$ cat src/rtl/arb_pkg.sv
package arb_pkg;
   typedef enum logic [1:0] {
      POL_FIXED     = 2'b00,
      POL_ROTATE    = 2'b01,
      POL_ARRIVAL   = 2'b10,
      POL_FIXED_ALT = 2'b11
   } policy_e;
endpackage

$ cat src/rtl/arb_pick.sv
// Rotating-base priority picker: first active line at or above base, wrapping.
module arb_pick #(
   parameter int N_REQ = 4,
   localparam int IDW = (N_REQ > 1) ? $clog2(N_REQ) : 1
) (
   input  logic [N_REQ-1:0] act,
   input  logic [IDW-1:0]   base,
   output logic             found,
   output logic [IDW-1:0]   win
);
   always_comb begin
      found = 1'b0;
      win   = '0;
      for (int k = 0; k < N_REQ; k++) begin
         int t;
         t = int'(base) + k;
         if (t >= N_REQ) t = t - N_REQ;
         if (!found && act[t]) begin
            found = 1'b1;
            win   = IDW'(t);
         end
      end
   end
endmodule

$ cat src/rtl/arb_order_q.sv
// Arrival-order queue of requester numbers; several pushes per cycle, one pop.
module arb_order_q #(
   parameter int N_REQ = 4,
   localparam int IDW = (N_REQ > 1) ? $clog2(N_REQ) : 1,
   localparam int CW  = $clog2(N_REQ + 1)
) (
   input  logic             clk,
   input  logic             rst_n,
   input  logic             clr,
   input  logic [N_REQ-1:0] push_vec,
   input  logic             pop,
   output logic             nonempty,
   output logic [IDW-1:0]   head
);
   logic [IDW-1:0] slot_q [N_REQ];
   logic [IDW-1:0] slot_d [N_REQ];
   logic [CW-1:0]  cnt_q, cnt_d;

   always_comb begin
      int n;
      slot_d = slot_q;
      n = int'(cnt_q);
      if (pop && n > 0) begin
         for (int i = 0; i < N_REQ - 1; i++) slot_d[i] = slot_q[i+1];
         n = n - 1;
      end
      for (int i = 0; i < N_REQ; i++) begin
         if (push_vec[i] && n < N_REQ) begin
            slot_d[n] = IDW'(i);
            n = n + 1;
         end
      end
      cnt_d = CW'(n);
   end

   always_ff @(posedge clk or negedge rst_n) begin
      if (!rst_n) begin
         cnt_q <= '0;
         for (int i = 0; i < N_REQ; i++) slot_q[i] <= '0;
      end else if (clr) begin
         cnt_q <= '0;
      end else begin
         cnt_q  <= cnt_d;
         slot_q <= slot_d;
      end
   end

   assign nonempty = (cnt_q != '0);
   assign head     = slot_q[0];

   // each requester waits at most once, so depth N suffices
   assert_no_overflow_R7: assert property (@(posedge clk) disable iff (!rst_n)
      int'(cnt_q) + $countones(push_vec) - ((pop && nonempty) ? 1 : 0) <= N_REQ || clr);
   assert_pop_nonempty_R6: assert property (@(posedge clk) disable iff (!rst_n)
      (pop && !clr) |-> nonempty);
endmodule

$ cat src/rtl/sel_arbiter.sv
module sel_arbiter
   import arb_pkg::*;
#(
   parameter int N_REQ = 4,
   localparam int IDW = (N_REQ > 1) ? $clog2(N_REQ) : 1
) (
   input  logic             clk,
   input  logic             rst_n,
   input  logic [1:0]       mode,
   input  logic [N_REQ-1:0] req,
   input  logic             done,
   output logic [N_REQ-1:0] grant,
   output logic             busy
);
   generate
      if (N_REQ < 2) begin : g_bad_n
         $error("sel_arbiter: N_REQ must be at least 2");
      end
   endgenerate

   policy_e          mode_q;
   logic [N_REQ-1:0] grant_q, grant_d;
   logic [N_REQ-1:0] req_seen_q;
   logic [IDW-1:0]   rot_q;
   logic             idle, mode_chg, is_arr, is_rot;
   logic             pk_found, q_ne, cand, take;
   logic [IDW-1:0]   pk_win, q_head, win_id, pk_base;
   logic [N_REQ-1:0] rise_vec;

   assign idle     = (grant_q == '0);
   assign mode_chg = idle && (policy_e'(mode) != mode_q);
   assign is_arr   = (mode_q == POL_ARRIVAL);
   assign is_rot   = (mode_q == POL_ROTATE);
   assign pk_base  = is_rot ? rot_q : '0;
   assign rise_vec = (is_arr && !mode_chg) ? (req & ~req_seen_q) : '0;

   arb_pick #(.N_REQ(N_REQ)) u_pick (
      .act   (req),
      .base  (pk_base),
      .found (pk_found),
      .win   (pk_win)
   );

   arb_order_q #(.N_REQ(N_REQ)) u_queue (
      .clk      (clk),
      .rst_n    (rst_n),
      .clr      (mode_chg),
      .push_vec (rise_vec),
      .pop      (take && is_arr),
      .nonempty (q_ne),
      .head     (q_head)
   );

   assign cand   = is_arr ? q_ne : pk_found;
   assign win_id = is_arr ? q_head : pk_win;
   assign take   = idle && !mode_chg && cand;

   always_comb begin
      grant_d = grant_q;
      if (take) begin
         grant_d = '0;
         grant_d[win_id] = 1'b1;
      end else if (!idle && done) begin
         grant_d = '0;
      end
   end

   always_ff @(posedge clk or negedge rst_n) begin
      if (!rst_n) begin
         grant_q    <= '0;
         mode_q     <= POL_FIXED;
         rot_q      <= '0;
         req_seen_q <= '0;
      end else begin
         grant_q    <= grant_d;
         req_seen_q <= mode_chg ? '0 : req;
         if (mode_chg) mode_q <= policy_e'(mode);
         if (take && is_rot)
            rot_q <= (int'(win_id) == N_REQ - 1) ? '0 : win_id + IDW'(1);
      end
   end

   assign grant = grant_q;
   assign busy  = !idle;

   assert_grant_onehot_R1: assert property (@(posedge clk) disable iff (!rst_n)
      $onehot0(grant));
   assert_hold_until_done_R3: assert property (@(posedge clk) disable iff (!rst_n)
      (busy && !done) |=> $stable(grant));
   assert_release_on_done_R3: assert property (@(posedge clk) disable iff (!rst_n)
      (busy && done) |=> !busy);
   assert_idle_done_ignored_R2: assert property (@(posedge clk) disable iff (!rst_n)
      (!busy && !cand) |=> !busy);
   assert_fixed_top_R4: assert property (@(posedge clk) disable iff (!rst_n)
      (!busy && !mode_chg && !is_arr && !is_rot && req[0]) |=> grant[0]);
   assert_change_no_grant_R8: assert property (@(posedge clk) disable iff (!rst_n)
      mode_chg |=> !busy);
endmodule

$ cat config.mk
export PLATFORM = sky130hd
export DESIGN_NAME = sel_arbiter
export DESIGN_NICKNAME = d
export VERILOG_FILES = /design/src/rtl/arb_pkg.sv /design/src/rtl/arb_pick.sv /design/src/rtl/arb_order_q.sv /design/src/rtl/sel_arbiter.sv
export SDC_FILE = /design/constraint.sdc
export NUM_CORES = 1
export LEC_CHECK = 0
export ABC_AREA = 1
export BUFFER_PORTS_ARGS = -buffer_cell sky130_fd_sc_hd__buf_4
export CAP_MARGIN = 20
export CELL_PAD_IN_SITES_DETAIL_PLACEMENT = 0
export CELL_PAD_IN_SITES_GLOBAL_PLACEMENT = 1
export CORE_AREA = 3 3 119 121
export DETAILED_ROUTE_END_ITERATION = 8
export DIE_AREA = 0 0 122 124
export PLACE_DENSITY_LB_ADDON = 0.1
export SETUP_SLACK_MARGIN = 0.4
export SLEW_MARGIN = 20
export SYNTH_ARGS = -nofsm -noshare
export SYNTH_HDL_FRONTEND = slang
export SYNTH_SLANG_ARGS = --single-unit
$ cat constraint.sdc
create_clock -name clk -period 4.5 [get_ports clk]
set_input_delay 0.9 -clock clk [delete_from_list [all_inputs] [get_ports clk]]
set_output_delay 0.9 -clock clk [all_outputs]
set_load 0.05 [all_outputs]
# Word level (Yosys, flattened, before mapping)

Cells that the tools add are included.

Register bits: 23
Output and inout port bits: 5
Input bits: 9

Equal/unequal tests: 4
Add/sub/neg operators: 13
Order comparisons: 23
Muxes and demuxes: 53
Reduce and logical (&&, ||, !) cells: 28
Bitwise gates (word level): 15

Operators with widths:

| operator              | count |
|---|---|
| $lt 32x4->1 const B   | 8 |
| $mux 32               | 8 |
| $ge 32x3->1 const B   | 4 |
| $lt 32x1->1 const B   | 4 |
| $not 32->32           | 4 |
| $add 32x2->32 const B | 3 |
| $ge 32x4->1 const B   | 3 |
| $sub 32x4->32 const B | 3 |
| $mux 8                | 4 |
| $mux 2                | 11 |
| $logic_and 1x1->1     | 20 |
| $demux 2 s2           | 4 |
| $mux 4                | 4 |
| $mux 1                | 14 |
| $and 4x4->4           | 3 |
| $not 4->4             | 3 |
| $and 8x8->8           | 1 |
| $bmux 1 s2            | 4 |
| $not 8->8             | 1 |
| $or 4x4->4            | 2 |
| $or 8x8->8            | 1 |
| $add 2x2->3 const B   | 2 |
| $mux 3                | 2 |
| $mux 6                | 1 |
| other kinds (17)      | 22 |

# Logic depth before layout (Yosys ltp)

Gate-level depths: netlist of run 1.

Word-level depth: 38
Depth in mapped cells: 44

# Modules after synthesis

Synthesis of run 1 repeated with hierarchy kept, for this count alone.

Cell total of the unflattened synthesis: 658
Area, all modules: 3,961.3 um2

By module, submodules not included:

| module      | seq. area each (um2) | cells each | area an instance (um2) | times used |
|---|---|---|---|---|
| arb_order_q | 275.3                | 500        | 2,885.3                | 1 |
| sel_arbiter | 300.3                | 99         | 757.0                  | 1 |
| arb_pick    | 0.0                  | 59         | 319.1                  | 1 |

# Worst setup path after synthesis of run 1

OpenSTA, ideal clock, no wires.

Path type: register to register
Start: register grant_q[2], in the netlist grant[2]
End: register u_queue.cnt_q[0]
Buffers on the path: 2
Stages on the path, launching flop included: 39
Required time: 4,383 ps
Setup slack: -891 ps
Setup time: 117 ps
Arrival: 5,274 ps
Cells stage by stage: dfrtp_1 > nor2_1 > nand3_2 > nor2_4 > nand3_1 > nor2_1 > nand3_1 > ha_1 > inv_1 > nand3_1 > nand2_1 > nor2_1 > nand3_1 > nand2_1 > nand2_2 > nand2_4 > nand2_4 > buf_6 > [3 not listed] > nand3_1 > nor2_2 > nand2_1 > nor2_4 > nand3_2 > nor2_1 > nand3_1 > nand2_1 > nand2_1 > nor2_1 > nand2_1 > nor2_1 > nand2_1 > nand2_1 > nand2_2 > buf_6 > nor2_1 > nor2_1

Cells in the longest elaborated chain, start to end: 21

Ends and longest elaborated chain:

| what                            | line                                 | RTL |
|---|---|---|
| start, declared                 | sel_arbiter.sv:22                    | `logic [N_REQ-1:0] grant_q, grant_d;` |
| start signal, assigned          | sel_arbiter.sv:75                    | `grant_q <= grant_d;` |
| $logic_not 4->1 *               | sel_arbiter.sv:30                    | `assign idle = (grant_q == '0);` |
| $logic_and 1x1->1               | sel_arbiter.sv:31                    | `assign mode_chg = idle && (policy_e'(mode) != mode_q);` |
| $logic_not 1->1                 | sel_arbiter.sv:35, sel_arbiter.sv:56 |  |
| $logic_and 1x1->1 (2 in series) | sel_arbiter.sv:56                    | `assign take = idle && !mode_chg && cand;` |
| $logic_and 1x1->1               | sel_arbiter.sv:49                    | `.pop (take && is_arr),` |
| $logic_and 1x1->1               | arb_order_q.sv:23                    | `if (pop && n > 0) begin` |
| $mux 32                         | arb_order_q.sv:23                    |  |
| $lt 32x4->1                     | arb_order_q.sv:28                    | `if (push_vec[i] && n < N_REQ) begin` |
| [4 not listed]                  | n/a                                  |  |
| $mux 32                         | arb_order_q.sv:28                    |  |
| $lt 32x4->1                     | arb_order_q.sv:28                    |  |
| $logic_and 1x1->1               | arb_order_q.sv:28                    |  |
| $mux 32                         | arb_order_q.sv:28                    |  |
| $lt 32x4->1                     | arb_order_q.sv:28                    |  |
| $logic_and 1x1->1               | arb_order_q.sv:28                    |  |
| $mux 3                          | arb_order_q.sv:28                    |  |
| $mux 3 *                        | arb_order_q.sv:40                    | `end else if (clr) begin` |
| end signal, assigned            | arb_order_q.sv:43                    | `cnt_q <= cnt_d;` |
| end, declared                   | arb_order_q.sv:17                    | `logic [CW-1:0] cnt_q, cnt_d;` |

Mark *: on every way between the ends. The rest lies on a longest branch, timed or not.
A chain may end at the register's enable or synchronous reset.

# Worst setup path after layout of run 1

Start: input port mode[0]
End: register u_queue.cnt_q[2]

Cells in the longest elaborated chain, start to end: 21

Ends and longest elaborated chain:

| what                            | line                                 | RTL |
|---|---|---|
| start, declared                 | sel_arbiter.sv:9                     | `input logic [1:0] mode,` |
| $ne 2x2->1 *                    | sel_arbiter.sv:31                    |  |
| $logic_and 1x1->1 *             | sel_arbiter.sv:31                    |  |
| $logic_not 1->1                 | sel_arbiter.sv:35, sel_arbiter.sv:56 |  |
| $logic_and 1x1->1 (2 in series) | sel_arbiter.sv:56                    |  |
| $logic_and 1x1->1               | sel_arbiter.sv:49                    |  |
| $logic_and 1x1->1               | arb_order_q.sv:23                    |  |
| $mux 32                         | arb_order_q.sv:23                    |  |
| $lt 32x4->1                     | arb_order_q.sv:28                    |  |
| [4 not listed]                  | n/a                                  |  |
| $mux 32                         | arb_order_q.sv:28                    |  |
| $lt 32x4->1                     | arb_order_q.sv:28                    |  |
| $logic_and 1x1->1               | arb_order_q.sv:28                    |  |
| $mux 32                         | arb_order_q.sv:28                    |  |
| $lt 32x4->1                     | arb_order_q.sv:28                    |  |
| $logic_and 1x1->1               | arb_order_q.sv:28                    |  |
| $mux 3                          | arb_order_q.sv:28                    |  |
| $mux 3 *                        | arb_order_q.sv:40                    |  |

Marks and branches as above.

==> flow_summary.ini, run 1 <==
[run_status]
outcome = complete, but fails checks
violations = negative setup slack

[cells_and_area]
drive_gt1_share_pct = 45.0
nets = 894
area_delta_synth_final_pct = 67.3
final_cell_mix = buf_4, nand2_1, inv_1
layout_commonest_cell = buf_4
stdcell_count = 1032
antenna_cells = 0
fin_area_sq_mm = 0.00638

[floorplan]
core_sq_mm = 0.0132
num_rows = 42
io-pin-count = 14
initial_core_util_pct = 28.9
die-area_sq_mm = 0.0151
die_w_um = 122
die_h_um = 124

[power]
swShare_pct = 51.2
comb_power_share_pct = 85.9
vdd_drop_max_mv = 0.347
clockPowerShare_pct = 5.0
power_frac_seq_pct = 9.1
p_per_area_mw_per_mm2 = 609
power.leakage_nw = 3.18
p_sw_mw = 1.99
p_int_mw = 1.90

[clocking]
clock-sinks = 23
cts_buffers = 3
clk_latency_ps = 260
cts_tree = built
path_clk_slew_ps = 60
hold_buffers = 0
cts_buffer_depth = 2
clockRootBuffer = clkbuf_16
htree_levels = 1

[worst_setup_path]
critPathLaunchType = input pin
critPathKind = input pin to flip-flop
slowest_stage = ha_4
cpMostUsedCell = nand2_1
arrival_ps = 5020
end_kind = flip-flop
cpPeakStageDelay_ps = 300
critPathMaxFanout = 6
cp_data_required_time_ps = 4650

[yosys]
syn-num-nets = 680
synth_area_per_cell_sq_um = 5.93
yosys-top-cells-area = nand2_1, dfrtp_1, ha_1, nand3_1, inv_1
synth_top_area_share_pct = 18.3
synth_seq_cells = 23
synthCells = 643
seq_area_frac_synth_pct = 15.1
synth_flop_cell = dfrtp_1
ys_warn_count = 0
ys_types = 38
yosysTopAreaCell = nand2_1
syn_area_sq_mm = 0.00381
async_flop_share_pct = 100
synth_edf_count = 0

[routing]
route.detailed.drc = 0
num_vias = 4782
wire_per_inst_um = 13.3
viasPerCell = 4.63
drt-pass1-iter-count = 5
routed_wl_um = 13800
antenna_left = 0
drt_iter0_markers = 262

[sta]
fin_ws_ps = -370
slew_violations = 0
hold_viol = 0
finalSetupViolations = 11
worstMarginPinSlew_ps = 767
fin_setup_tns_ps = -3550
max_slew_margin_pct = 48.5
finalCritPeriodShare_pct = 108
clock_skew_ps = 2.61
period_minus_slack_ps = 4870
rsz0062_at_grt = yes
max_freq_mhz = 205

[min_path]
hold_path_class = flip-flop to flip-flop

[place]
hpwlAfterDp_um = 11000
gp_congestion = 0.859
placedInstanceArea_sq_mm = 0.00546
dp_cells = 988
io_buffers = 13

[job]
drv_cap = 0

[global_routing]
overflow = 0
antenna_found_initial = 0
grt_max_degree = 24
grt_pass1_wl_um = 22600
grt_pass1_vias = 4652
grt_usage_pct = 18.4
## repair_timing
item                                    4_1_cts  5_1_grt
pin swaps                                    55       14
hold endpoints to repair                      0        0
cloned                                        2        0
buffers inserted                             28       10
endpoints found under the setup margin       11       11
resized for setup                           101       29
## cell usage after synthesis, types with 2 or more instances
| master | number |
|---|---|
| nor4_1 | 3 |
| buf_6 | 5 |
| nand2_1 | 186 |
| a31oi_1 | 3 |
| nor2_4 | 6 |
| nand4_1 | 16 |
| inv_2 | 10 |
| nand3_2 | 3 |
| o21a_1 | 4 |
| xnor2_1 | 4 |
| a21oi_1 | 9 |
| clkinv_2 | 2 |
| nor3_1 | 7 |
| nor2_2 | 5 |
| o21bai_1 | 7 |
| nand2_2 | 13 |
| nand3_1 | 64 |
| dfrtp_1 | 23 |
| nand2_4 | 8 |
| o21ai_1 | 5 |
| clkbuf_1 | 4 |
| nand3b_1 | 11 |
| nor2_1 | 76 |
| nand3_4 | 2 |
| o21ai_2 | 5 |
| xor2_1 | 9 |
| ha_1 | 28 |
| o21ai_0 | 36 |
| inv_1 | 80 |
## sequential cells by signal (all words and copies together), names as in the netlist
register,cells
mode_q,2
req_seen_q,4
u_queue.slot_q,6
rot_q,2
u_queue.head,2
u_queue.cnt_q,3
grant,4
## metal layers
layer  global-route usage (%)  vias up  routed length (um)
li1                         -     2486                   -
met3                    0.954        8                 382
met2                     30.4       73                6330
met1                     27.1     2215                6990
met4                     2.38        0                  70
met5                        0        -                   0
## worst max-delay path: cells and delay by family
| kind | cells | cell delay (ps) |
|---|---|---|
| and+or+nand+nor | 29 | 2920 |
| buffers and inverters | 6 | 550 |
| AOI/OAI and AO/OA | 2 | 340 |
| adders and majority gates | 1 | 300 |
## path summary, 6_finish.rpt
path	from	end	slack [ps]	cells past startpoint
max	mode[0]	u_queue.cnt_q[2]	-370	38
min reg2reg	rot_q[0]	rot_q[0]	520	2
max reg2reg	u_queue.cnt_q[1]	u_queue.cnt_q[2]	-300	39
min in group asynchronous	rst_n	rot_q[1]	530	1
min	rot_q[0]	rot_q[0]	520	2
max in group asynchronous	rst_n	grant[2]	3710	1
## layout make-up
| cell class | instances | area, sq um |
|---|---|---|
| Fill cell | 1366 | 6810 |
| Multi-Input combinational cell | 518 | 3360 |
| Timing Repair Buffer | 219 | 1770 |
| Sequential cell | 23 | 577 |
| Inverter | 92 | 372 |
| Tap cell | 176 | 220 |
| Clock buffer | 3 | 75.1 |
| Clock inverter | 1 | 5.00 |
## cell families after synthesis
| logic type | after synthesis | synth area share [%] |
|---|---|---|
| AOI/OAI and AO/OA | 71 | 10.8 |
| xor gates and xnor gates | 14 | 3.41 |
| adders and majority gates | 28 | 9.19 |
| buffers and inverters | 103 | 11.3 |
| DFF | 23 | 15.1 |
| muxes | 1 | 0.295 |
| and+or+nand+nor | 403 | 49.8 |
## power groups by stage
stage / logic [mW] / clock network [mW] / registers, mW
after floorplan: 1.54 / 0 / 0.399
after global placement: 2.65 / 0 / 0.355
after detailed placement: 2.67 / 0 / 0.357
after CTS: 3.17 / 0.201 / 0.354
after global routing: 3.65 / 0.204 / 0.367
final: 3.33 / 0.196 / 0.353
## metrics by stage
step           power [mW]  utilization, %  setup WS (ps)  hold WS (ps)
2_1_floorplan        1.94               -           -442           475
3_3_place_gp         3.00            41.4           -886           505
3_5_place_dp         3.03            41.4           -901           511
4_1_cts              3.73            47.0           -350           529
5_1_grt              4.22            48.3           -737           550
6_report             3.88            48.3           -370           522
(Power assumes the default switching activity.)
==> run 2, diff against run 1 <==
--- a/config.mk
+++ b/config.mk
@@ -10,12 +10,14 @@
 export CAP_MARGIN = 20
 export CELL_PAD_IN_SITES_DETAIL_PLACEMENT = 0
 export CELL_PAD_IN_SITES_GLOBAL_PLACEMENT = 1
-export CORE_AREA = 3 3 119 121
+export CORE_AREA = 3 3 121 123
 export DETAILED_ROUTE_END_ITERATION = 8
-export DIE_AREA = 0 0 122 124
+export DIE_AREA = 0 0 124 126
 export PLACE_DENSITY_LB_ADDON = 0.1
 export SETUP_SLACK_MARGIN = 0.4
 export SLEW_MARGIN = 20
 export SYNTH_ARGS = -nofsm -noshare
 export SYNTH_HDL_FRONTEND = slang
+export SYNTH_HIERARCHICAL = 1
 export SYNTH_SLANG_ARGS = --single-unit
+export TNS_END_PERCENT = 30
==> flow_summary.ini, run 2 <==
[run_status]
outcome = complete, but fails checks
violations = negative setup slack

[sta]
finalSetupViolations = 11
whs_ps = 492
worstMarginPinSlew_ps = 909
rsz0062_at_grt = yes
fin_setup_tns_ps = -4460
finalCritPeriodShare_pct = 110
hold_viol = 0
max_slew_margin_pct = 39.0
clock_skew_ps = 5.52
slew_violations = 0
fin_ws_ps = -451
period_minus_slack_ps = 4950
max_freq_mhz = 202

[cells_and_area]
fill_cells = 1483
final_cell_mix = nand2_1, buf_4, inv_1
stdcell_count = 993
nets = 846
drive_gt1_share_pct = 41.6
antenna_cells = 0
layout_commonest_cell = nand2_1
largest_reg_flops = 6
top_register = u_queue/slot_q
area_delta_synth_final_pct = 45.5

[clocking]
hold_buffers = 0
path_clk_slew_ps = 70
clock-sinks = 23
cts_tree = built
clk_latency_ps = 260
htree_levels = 1
cts_buffer_depth = 2
cts_buffers = 3
clockRootBuffer = clkbuf_16

[place]
dp_cells = 971
hpwlAfterDp_um = 10600
gp_congestion = 0.873
io_buffers = 13

[yosys]
yosysTopAreaCell = nand2_1
ys_types = 34
synthTopCellsByCount = nand2_1, inv_1, nand3_1
synth_area_per_cell_sq_um = 6.02
synth_most_common_cell = nand2_1
synth_seq_cells = 23
synthCells = 658
seq_area_frac_synth_pct = 14.5
async_flop_share_pct = 100
yosys-top-cells-area = nand2_1, dfrtp_1, nand3_1, inv_1, ha_1
ys_warn_count = 6
synth_flop_cell = dfrtp_1
syn_area_sq_mm = 0.00396
synth_edf_count = 0
syn-num-nets = 690
synth_top_area_share_pct = 17.2

[global_routing]
use_met1_pct = 23.3
overflow = 0
grt_pass1_wl_um = 21700
grt_use_met3_pct = 0.584
grt_usage_pct = 16.9
antenna_found_initial = 0
grt_pass1_vias = 4445
busiest_layer = met2
grt_max_degree = 24
gr-usage-met2_pct = 29.9

[worst_setup_path]
path_buf_inv = 8
cp_data_required_time_ps = 4690
rrSetupSlack_ps = -380
cpPeakStageDelay_ps = 270
cp_top_family = simple AND/OR/NAND/NOR gates
critPathMaxFanout = 6
critPathKind = input pin to flip-flop
cpMostUsedCell = nand2_2
slowest_stage = ha_4
arrival_ps = 5140
critPathLaunchType = input pin
end_kind = flip-flop

[routing]
antenna_left = 0
wire_per_inst_um = 12.8
routed_wl_um = 12700
route.detailed.drc = 0
drt_iter0_markers = 271
viasPerCell = 4.52
drt-pass1-iter-count = 4
num_vias = 4493

[floorplan]
die-area_sq_mm = 0.0156
num_rows = 43
die_w_um = 124
initial_core_util_pct = 28.8
io-pin-count = 14
die_h_um = 126
core_sq_mm = 0.0138

[min_path]
hold_path_class = flip-flop to flip-flop

[power]
power.total_mw = 2.41
vdd_drop_max_mv = 0.349
p_sw_mw = 1.25
power.leakage_nw = 2.94
p_int_mw = 1.16
comb_power_share_pct = 77.9
swShare_pct = 51.8
p_per_area_mw_per_mm2 = 418
clockPowerShare_pct = 8.2
power_frac_seq_pct = 13.9

[job]
drv_cap = 0
==> run 2: final timing paths <==
path / start / to / depth (start not counted)
setup / recovery: mode[0] / u_queue/cnt_q[0] / 39
hold / removal: rot_q[0] / rot_q[0] / 2
setup reg to reg: u_queue/cnt_q[0] / u_queue/cnt_q[0] / 40
hold reg to reg: rot_q[0] / rot_q[0] / 2
max in group asynchronous: rst_n / grant[1] / 1
min in group asynchronous: rst_n / rot_q[1] / 1
==> run 2: logic make-up after synthesis <==
family	count (synthesis)	synth area share, %
flops	23	14.5
xor+xnor	7	1.55
buf+inv	113	12.6
fa+ha+maj	23	7.26
simple gates	448	57.6
compound gates	44	6.51
==> run 2: worst min-delay path, stage by stage (launching register included) <==
cell and delay, ps:
dfrtp_1 340, nand2_1 60, nand2_1 60
==> run 2: stage by stage <==
| step | utilization [%] | area, sq um | setup WS (ps) |
|---|---|---|---|
| floorplan | - | 4140 | -272 |
| global route | 41.9 | 5760 | -897 |
| global placement | 38.9 | 5360 | -888 |
| finish | 41.9 | 5760 | -451 |
| CTS | 41.0 | 5650 | -374 |
| detailed placement | 38.9 | 5360 | -830 |
==> run 2: layout make-up <==
type / count / area (sq um) / area share (%)
clock buffer: 3 / 75.1 / 1.30
multi-input combinational: 524 / 3240 / 56.3
clock inverter: 1 / 5.00 / 0.0868
inverter: 99 / 379 / 6.58
tap: 180 / 225 / 3.91
sequential: 23 / 581 / 10.1
timing repair buffer: 163 / 1250 / 21.8
==> run 2: timing repair <==
| action | 4_1_cts | 5_1_grt |
|---|---|---|
| buffers inserted | 12 | 4 |
| cloned | 2 | 0 |
| pin swaps | 20 | 12 |
| gates resized for setup | 23 | 22 |
| setup endpoints to repair | 11 | 11 |
==> run 2: metal layers <==
layer	routed length, um	part of all wire [%]
met4	71	0.56
met2	6350	50
met3	152	1.2
met1	6120	48
met5	0	0
==> run 2: power groups by stage <==
stage	registers (mW)	clock network, mW	logic, mW
after floorplan	0.373	0	1.13
after global placement	0.340	0	1.78
after detailed placement	0.341	0	1.78
after CTS	0.337	0.207	1.85
after global routing	0.347	0.214	2.09
final	0.335	0.198	1.87
